## src/rtl/irq_arb_pkg.sv

```systemverilog
package irq_arb_pkg;
  typedef enum logic {
    TRIG_EDGE  = 1'b0,
    TRIG_LEVEL = 1'b1
  } trig_e;
endpackage

```

## src/rtl/irq_capture.sv

```systemverilog
module irq_capture
  import irq_arb_pkg::*;
#(
  parameter int N_LINES = 8
) (
  input  logic               clk_i,
  input  logic               rst_ni,
  input  logic [N_LINES-1:0] req_i,
  input  logic [N_LINES-1:0] level_i,
  input  logic [N_LINES-1:0] clr_i,
  output logic [N_LINES-1:0] irr_o
);
  logic [N_LINES-1:0] prev_q;
  logic [N_LINES-1:0] irr_q;

  for (genvar g = 0; g < N_LINES; g++) begin : g_line
    always_ff @(posedge clk_i or negedge rst_ni) begin
      if (!rst_ni) begin
        prev_q[g] <= 1'b0;
        irr_q[g]  <= 1'b0;
      end else begin
        prev_q[g] <= req_i[g];
        if (trig_e'(level_i[g]) == TRIG_LEVEL) irr_q[g] <= req_i[g];
        else irr_q[g] <= (req_i[g] & ~prev_q[g]) | (irr_q[g] & ~clr_i[g]);
      end
    end
  end

  assign irr_o = irr_q;
endmodule

```

## src/rtl/prio_resolver.sv

```systemverilog
module prio_resolver #(
  parameter int N_LINES = 8,
  parameter int IDX_W   = $clog2(N_LINES),
  parameter int RANK_W  = IDX_W + 1
) (
  input  logic [N_LINES-1:0] set_i,
  input  logic [IDX_W-1:0]   base_i,
  output logic [RANK_W-1:0]  rank_o
);
  // scan from worst rank to best so the best set line wins
  always_comb begin
    logic [IDX_W-1:0] pos;
    rank_o = RANK_W'(N_LINES);
    for (int r = N_LINES - 1; r >= 0; r--) begin
      pos = base_i + IDX_W'(r);
      if (set_i[pos]) rank_o = RANK_W'(r);
    end
  end
endmodule

```

## src/rtl/isr_track.sv

```systemverilog
module isr_track #(
  parameter int N_LINES = 8
) (
  input  logic               clk_i,
  input  logic               rst_ni,
  input  logic [N_LINES-1:0] set_i,
  input  logic [N_LINES-1:0] clr_i,
  output logic [N_LINES-1:0] isr_o
);
  logic [N_LINES-1:0] isr_q;

  // set has priority over clear
  always_ff @(posedge clk_i or negedge rst_ni) begin
    if (!rst_ni) isr_q <= '0;
    else         isr_q <= (isr_q & ~clr_i) | set_i;
  end

  assign isr_o = isr_q;
endmodule

```

## src/rtl/irq_arbiter_core.sv

```systemverilog
module irq_arbiter_core #(
  parameter int N_LINES      = 8,
  parameter int CASCADE_LINE = 2,
  localparam int IDX_W       = $clog2(N_LINES),
  localparam int RANK_W      = IDX_W + 1
) (
  input  logic               clk_i,
  input  logic               rst_ni,
  input  logic [N_LINES-1:0] req_i,
  input  logic [N_LINES-1:0] trig_level_i,
  input  logic [N_LINES-1:0] mask_i,
  input  logic [IDX_W-1:0]   base_i,
  input  logic               sfnm_i,
  input  logic               master_i,
  input  logic               ack_i,
  input  logic               eoi_i,
  input  logic [IDX_W-1:0]   eoi_idx_i,
  output logic [IDX_W-1:0]   idx_o,
  output logic               valid_o,
  output logic               int_o
);
  logic [N_LINES-1:0] mask_q;
  logic [IDX_W-1:0]   base_q;
  logic [N_LINES-1:0] irr, isr, isr_eff, pend;
  logic [N_LINES-1:0] grant_vec, eoi_vec;
  logic [RANK_W-1:0]  pend_rank, serv_rank;
  logic [IDX_W-1:0]   win_idx;
  logic               grant;

  always_ff @(posedge clk_i or negedge rst_ni) begin
    if (!rst_ni) begin
      mask_q <= '0;
      base_q <= '0;
    end else begin
      mask_q <= mask_i;
      base_q <= base_i;
    end
  end

  irq_capture #(.N_LINES(N_LINES)) u_capture (
    .clk_i   (clk_i),
    .rst_ni  (rst_ni),
    .req_i   (req_i),
    .level_i (trig_level_i),
    .clr_i   (grant_vec),
    .irr_o   (irr)
  );

  isr_track #(.N_LINES(N_LINES)) u_isr (
    .clk_i  (clk_i),
    .rst_ni (rst_ni),
    .set_i  (grant_vec),
    .clr_i  (eoi_vec),
    .isr_o  (isr)
  );

  assign pend = irr & ~mask_q;

  always_comb begin
    isr_eff = isr;
    if (master_i && sfnm_i) isr_eff[CASCADE_LINE] = 1'b0;
  end

  prio_resolver #(.N_LINES(N_LINES), .IDX_W(IDX_W), .RANK_W(RANK_W)) u_pend_rank (
    .set_i  (pend),
    .base_i (base_q),
    .rank_o (pend_rank)
  );

  prio_resolver #(.N_LINES(N_LINES), .IDX_W(IDX_W), .RANK_W(RANK_W)) u_serv_rank (
    .set_i  (isr_eff),
    .base_i (base_q),
    .rank_o (serv_rank)
  );

  assign win_idx   = base_q + pend_rank[IDX_W-1:0];
  assign valid_o   = |pend;
  assign int_o     = pend_rank < serv_rank;
  assign idx_o     = valid_o ? win_idx : '0;
  assign grant     = ack_i & int_o;
  assign grant_vec = grant ? (N_LINES'(1) << win_idx) : '0;
  assign eoi_vec   = eoi_i ? (N_LINES'(1) << eoi_idx_i) : '0;
endmodule

```

## config.mk

```make
export PLATFORM = sky130hd
export DESIGN_NAME = irq_arbiter_core
export DESIGN_NICKNAME = d
export VERILOG_FILES = /design/src/rtl/irq_arb_pkg.sv /design/src/rtl/irq_capture.sv /design/src/rtl/prio_resolver.sv /design/src/rtl/isr_track.sv /design/src/rtl/irq_arbiter_core.sv
export SDC_FILE = /design/constraint.sdc
export NUM_CORES = 1
export LEC_CHECK = 0
export ABC_AREA = 1
export CAP_MARGIN = 20
export CORE_ASPECT_RATIO = 0.75
export CORE_MARGIN = 2
export CORE_UTILIZATION = 54
export CTS_CLUSTER_SIZE = 28
export DETAILED_ROUTE_END_ITERATION = 8
export PLACE_DENSITY = 0.84
export SETUP_SLACK_MARGIN = 0.5
export SLEW_MARGIN = 20
export SYNTH_ARGS = -nofsm -noshare
export SYNTH_HDL_FRONTEND = slang
export SYNTH_SLANG_ARGS = --single-unit
export TNS_END_PERCENT = 1
```

## constraint.sdc

```tcl
create_clock -name clk_i -period 6.1 [get_ports clk_i]
set_input_delay 1.22 -clock clk_i [delete_from_list [all_inputs] [get_ports clk_i]]
set_output_delay 1.22 -clock clk_i [all_outputs]
set_load 0.005 [all_outputs]
```

==> reports/metrics.cfg, run 1 <==
[cells_and_area]
fin_nets=429
drive_above_1_share_pct=13.2
layout.cells.non_filler=442
final_util_pct=67.2
design_area_um2=3000
seqCellArea_um2=876
fill_cells=385
antennaDiodeCount=0
multiInputGateArea_um2=1350
area_growth_pct=20.0

[logic_synthesis]
syn_inst=343
synth_fa_ha_area_share_pct=3.80
yosysTopAreaCell=dfrtp_1
synth.area.top_cells=dfrtp_1 (35%), nand2_1 (16%), nand3_1 (8.2%), inv_1 (6.3%), o21ai_0 (4.0%)
yosys_warnings=0
synth.most_common_cell=nand2_1
synthFlopType=dfrtp_1
syn_nets=386
synth-edff-count=0
synth_compound_area_share_pct=9.00
ys_ff_latch=35
synth-simple-area-share_pct=37.1
yosysUniqueCellTypes=35
netlist.area_leader.share_pct=35.0
syn_avg_cell_area_um2=7.30
seq_area_frac_synth_pct=35.0
async_flop_share_pct=100
synth.area.mux_share_pct=0.400
netlist_area_um2=2500
synth_top_family_by_area=simple AND/OR/NAND/NOR gates
synthTopCellsByCount=nand2_1 (107), inv_1 (42), nand3_1 (41)
synth_xor_area_share_pct=3.65

[sta]
hold_viol=0
max_slew_margin_pct=50.1
setup_viol=0
holdWs_ns=0.533
finalSetupTns_ns=0
max_slew.worst_pin.slew_ns=0.749
finalCritPeriodShare_pct=86.0
fin_ws_ns=0.854
finalCriticalPeriod_ns=5.25
drv_slew=0
rsz0062_at_grt=no
fmax_mhz=191
finalClockSkew_ns=0.00561

[global_routing]
track_usage_pct=23.1
grt_max_degree=36
grt_overflow=0
antenna_found_initial=0
grt_pass1_wl_um=9200
grt_pass1_vias=2070

[clock_network]
clk_pin_slew_ns=0.07
tritoncts=yes
cts.sinks=35
h-tree-depth=2
clockBufferDepth=2
cts_inserted_buffers=5
cts-root-buf=clkbuf_8
cts_resized=0
cts_setup_buffers=0
clk_latency_ns=0.28
ctsHoldBuffers=0

[critical_path]
start_kind=input port
critical_path_required_ns=4.88
max_stage_delay_ns=0.52
critPathArrivalTime_ns=4.03
worstSetupPathType=input port to primary output
crit_chain=clkdlybuf4s50_1 -> nand2_1 -> nand3_1 -> nand2_1 -> o21ai_1 -> or2_1 -> o21ai_2 -> nor3_1 -> nand4_1 -> ha_1 -> a21oi_2 -> a21boi_0 -> clkdlybuf4s50_1
r2r_start=base_q[0]
cp_max_fo=9
cp_slowest_cell=clkdlybuf4s50_1
cp-end-kind=primary output
crit_path_start=master_i

[place]
place.gp.congestion=0.910
hpwl_um=4430
placed_cell_area_um2=2930
dp_cells=436
portBuffers=40
post-place-ws_ns=0.881

[run]
cap_violations=0

[pwr]
total_power_uw=824
switchingPower_uw=326
swShare_pct=39.6
p_per_area_nw_per_um2=274
comb_power_share_pct=44.9
p_int_uw=498
pwr-share-seq_pct=36.5
clkPwrFrac_pct=18.7
ir_drop_mv=0.159
leakage_nw=1.53

[route]
drtIter0Drc=131
antenna_left=0
met2_length_um=2460
wl_per_cell_um=12.3
dr_total_vias=2282
dr.pass1.iters=5
drt-met1-wl_um=2600
wirelength_um=5440
viasPerCell=5.16
route.met3.wl_um=352
route.detailed.drc=0
top_layer=met4

[die]
dieArea_um2=5200
core_um2=4470
rows=21
start_util_pct=56.0
die_w_um=82.6
boundaryPins=41
die_h_um=63.0

[run_status]
outcome=complete, no violations

[hold_path]
hold_path_class=register to register
hold_start=u_isr.isr_o[5]

[worst max-delay path, delay by kind of cell]
family                   cells  cell delay (ns)
adder cells (fa/ha/maj)      1             0.32
AND/OR/NAND/NOR              6             0.74
buffers and inverters        2             0.97
AO/OA/AOI/OAI                4             0.78
[area by class of cell]
class | instances | area share (%)
Clock inverter | 1 | 0.250
Inverter | 52 | 6.88
Tap cell | 57 | 2.38
Clock buffer | 5 | 2.29
Multi-Input combinational cell | 249 | 44.9
Sequential cell | 35 | 29.2
Timing Repair Buffer | 43 | 14.1
[power by group through the flow]
| stage | sequential (mW) | combinational, mW | clock (mW) |
|---|---|---|---|
| after floorplan | 0.294 | 0.270 | 0 |
| after CTS | 0.300 | 0.369 | 0.156 |
| final | 0.300 | 0.370 | 0.154 |
| after global placement | 0.304 | 0.356 | 0 |
| after global routing | 0.305 | 0.422 | 0.173 |
| after detailed placement | 0.304 | 0.367 | 0 |
[metal layers]
metal  vias up  track usage (%)
met1      1021             32.7
met5         -                0
met3         5             5.35
li1       1178                -
met4         0             5.53
met2        78             35.9
[cell families (layout without fill, tap and decap cells)]
logic type                 after synthesis  after routing
adders and majority gates                7              7
xor gates and xnor gates                 4              4
and+or+nand+nor                        203            203
AOI/OAI and AO/OA                       34             34
buffers and inverters                   59            101
DFF                                     35             35
muxes                                    1              1
[flip-flops by register name, summed over array words and instances (netlist names)]
register,flops
base_q,3
mask_q,8
u_capture.irr_o,8
u_capture.prev_q,8
u_isr.isr_o,8
[cell usage in the layout (no fill, tap or decap), drive strengths merged, types with 5 or more instances in the layout]
cell and instances:
clkdlybuf4s50 40, nand2 119, dfrtp 35, ha 6
clkbuf 5, nor2 28, inv 51, nand4 9
nand3 45, o21ai 27
[final timing paths]
path / cells after the start / end / slack [ns]
worst max-delay path: 13 / int_o / 0.85
worst max register to register: 25 / u_capture.irr_o[0] / 2.58
worst min register to register: 2 / u_isr.isr_o[5] / 0.53
max in group asynchronous: 2 / u_capture.irr_o[5] / 4.46
worst min-delay path: 2 / u_isr.isr_o[5] / 0.53
min in group asynchronous: 2 / u_capture.prev_q[1] / 1.33
Note: power is estimated with default switching activity, not from simulation.
==> run 2, diff against run 1 <==
--- a/config.mk
+++ b/config.mk
@@ -9,10 +9,10 @@
 export CAP_MARGIN = 20
 export CORE_ASPECT_RATIO = 0.75
 export CORE_MARGIN = 2
-export CORE_UTILIZATION = 54
+export CORE_UTILIZATION = 49
 export CTS_CLUSTER_SIZE = 28
 export DETAILED_ROUTE_END_ITERATION = 8
-export PLACE_DENSITY = 0.84
+export PLACE_DENSITY = 0.8
 export SETUP_SLACK_MARGIN = 0.5
 export SLEW_MARGIN = 20
 export SYNTH_ARGS = -nofsm -noshare
==> constraint.sdc (replaced) <==
create_clock -name clk_i -period 4.6 [get_ports clk_i]
set_input_delay 0.92 -clock clk_i [delete_from_list [all_inputs] [get_ports clk_i]]
set_output_delay 0.92 -clock clk_i [all_outputs]
set_load 0.005 [all_outputs]
==> reports/metrics.cfg, run 2 (synthesis results as in run 1) <==
[die]
start_util_pct=51.1  ; -4.9 points
die_w_um=86.5  ; +4.7%
core_um2=4900  ; +9.7%
boundaryPins=41  ; unchanged
rows=22  ; +4.8%
dieArea_um2=5700  ; +9.6%
die_h_um=65.9  ; +4.7%

[critical_path]
cp-end-kind=primary output
critical_path_required_ns=3.68  ; -1.20 ns
worstSetupPathType=register to primary output
cp_common_cell=nand2_1
start_kind=register
r2r_start=base_q[0]
cp.depth=23  ; +10
critical_path.top_delay_family=simple AND/OR/NAND/NOR gates
path_buf_inv=6  ; +4
cp_max_fo=6  ; -3
reg2regPathDepth=25  ; unchanged
max_stage_delay_ns=0.43  ; -0.09 ns
crit_end=idx_o[2]
cp_slowest_cell=dfrtp_1
r2r-end=u_capture.irr_o[1]
crit_path_start=base_q[0]
crit_chain=inv_4 -> ha_4 -> buf_12 -> nand3_1 -> nand3_1 -> nand2_2 -> nand2_1 -> nand2_1 -> nand2_1 -> nand2_1 -> nand2_1 -> nand2_1 -> nand2_2 -> inv_1 -> ha_1 -> inv_1 -> fa_2 -> xor2_1 -> inv_1 -> nand2_2 -> nand2_4 -> nor2_1 -> dlygate4sd2_1
rrSetupSlack_ns=1.44  ; -1.14 ns
critPathArrivalTime_ns=3.16  ; -0.87 ns

[sta]
drv_slew=0  ; unchanged
finalSetupTns_ns=0  ; unchanged
fmax_mhz=245
finalCriticalPeriod_ns=4.08
finalClockSkew_ns=0.00823  ; +0.00262 ns
rsz0062_at_grt=yes
finalCritPeriodShare_pct=88.7
hold_viol=0  ; unchanged
setup_viol=0  ; unchanged
max_slew_margin_pct=71.0  ; +21 points
max_slew.worst_pin.slew_ns=0.434  ; -0.315 ns

[route]
drtIter0Drc=134  ; +2.3%
viasPerCell=5.09  ; -1.5%
route.detailed.drc=0  ; unchanged
antenna_left=0  ; unchanged
wl_per_cell_um=13.3  ; +7.7%
wirelength_um=6050  ; +11%
dr_total_vias=2319  ; +1.6%
dr.pass1.iters=4  ; -1

[cells_and_area]
layout_common_cells=nand2_1 (105), inv_1 (41), nand3_1 (39)
final_util_pct=65.4  ; -1.7 points
fill_cells=416  ; +8.1%
final_common_cell=nand2_1
antennaDiodeCount=0  ; unchanged
area_growth_pct=28.2
layout.cells.non_filler=456  ; +3.2%
drive_above_1_share_pct=18.4  ; +5.2 points
fin_nets=440  ; +2.6%

[global_routing]
grt_overflow=0  ; unchanged
grt_max_degree=36  ; unchanged
track_usage_pct=24.0  ; +0.87 points
antenna_found_initial=0  ; unchanged
grt_pass1_vias=2290  ; +11%
grt_pass1_wl_um=10500  ; +14%

[clock_network]
clk_latency_ns=0.30  ; +0.02 ns
cts-root-buf=clkbuf_8
clk_pin_slew_ns=0.07  ; about the same
clockBufferDepth=2  ; unchanged
h-tree-depth=2  ; unchanged
ctsHoldBuffers=0  ; unchanged
cts_inserted_buffers=5  ; unchanged
cts.sinks=35  ; unchanged
tritoncts=yes

[run_status]
outcome=complete, no violations

[run]
cap_violations=0  ; unchanged

[pwr]
leakage_nw=1.62  ; +5.9%
p_per_area_nw_per_um2=354  ; +29%
total_power_mw=1.13  ; +38%
ir_drop_mv=0.198  ; +24%

[place]
portBuffers=40  ; unchanged
place.gp.congestion=0.844  ; -7.3%
hpwl_um=4770  ; +7.6%
dp_cells=444  ; +1.8%

[hold_path]
hold_path_class=register to register

## run 2: cell types whose count changed in the layout (fill, tap and decap cells not counted), moves of 3 or more
cell / before / now
buf_12: 0 / 4
clkdlybuf4s50_1: 40 / 37
buf_6: 0 / 3
buf_4: 3 / 7
## run 2: worst min path at each step
stage                              startpoint                  to  slack, ns  depth (start not counted)
final                     u_capture.prev_q[7]  u_capture.irr_o[7]       0.55                          3
after global routing           u_isr.isr_o[0]      u_isr.isr_o[0]       0.58                          2
after CTS                      u_isr.isr_o[0]      u_isr.isr_o[0]       0.55                          2
after detailed placement       u_isr.isr_o[0]      u_isr.isr_o[0]       0.53                          2
after global placement    u_capture.prev_q[7]  u_capture.irr_o[7]       0.52                          3
after floorplan                u_isr.isr_o[5]      u_isr.isr_o[5]       0.49                          2
## run 2: layer usage
metal  vias to the layer above  share of wire (%)  global-route usage, %
met5                         -                  0                      0
met4                         0                1.1                   5.47
met3                         7                7.4                   4.74
met2                        78                 43                   38.5
met1                      1035                 48                   33.7
li1                       1199                  -                      -
## run 2: power by group
group	total [mW]	switching, mW	leakage [nW]	internal, mW
registers	0.403	0.0437	0.412	0.359
logic	0.522	0.306	1.18	0.216
clock network	0.209	0.109	0.0361	0.100
## run 2: timing repair
| action | CTS | global route |
|---|---|---|
| pin swaps | 3 | 0 |
| gates resized for setup | 17 | 3 |
| setup buffers | 6 | 0 |
| endpoints found under the setup margin | 4 | 4 |
## run 2: worst reg2reg max path, stage by stage (launching register included)
cell and delay (ns):
dfrtp_1 0.43, inv_4 0.09, ha_4 0.22, buf_12 0.13, nand3_1 0.11, nand3_1 0.10
nand2_2 0.09, nand2_1 0.05, nand2_1 0.05, nand2_1 0.05, nand2_1 0.05, nand2_1 0.05
nand2_1 0.07, nand2_2 0.07, inv_1 0.06, ha_1 0.14, inv_1 0.05, fa_2 0.33
xor2_1 0.19, nand2_1 0.11, nand2_4 0.12, inv_4 0.06, nor2_2 0.07, nand4_1 0.18
nand2_1 0.12, nand2_1 0.05
## run 2: layout make-up
cell class | instances | area, um2 | area share, %
clock inverter | 1 | 7.51 | 0.234
multi-input combinational | 249 | 1400 | 43.7
timing repair buffer | 54 | 567 | 17.7
clock buffer | 5 | 68.8 | 2.15
sequential | 35 | 877 | 27.4
inverter | 52 | 209 | 6.52
tap | 60 | 75.1 | 2.34
## run 2: through the flow
stage          cell area (um2)  hold WS (ns)  worst slack [ns]
6_report                  3210         0.551             0.521
5_1_grt                   3210         0.575             0.237
4_1_cts                   3200         0.550             0.329
3_5_place_dp              2970         0.535             0.196
3_3_place_gp              2970         0.525             0.248
2_1_floorplan             2500         0.494             0.842
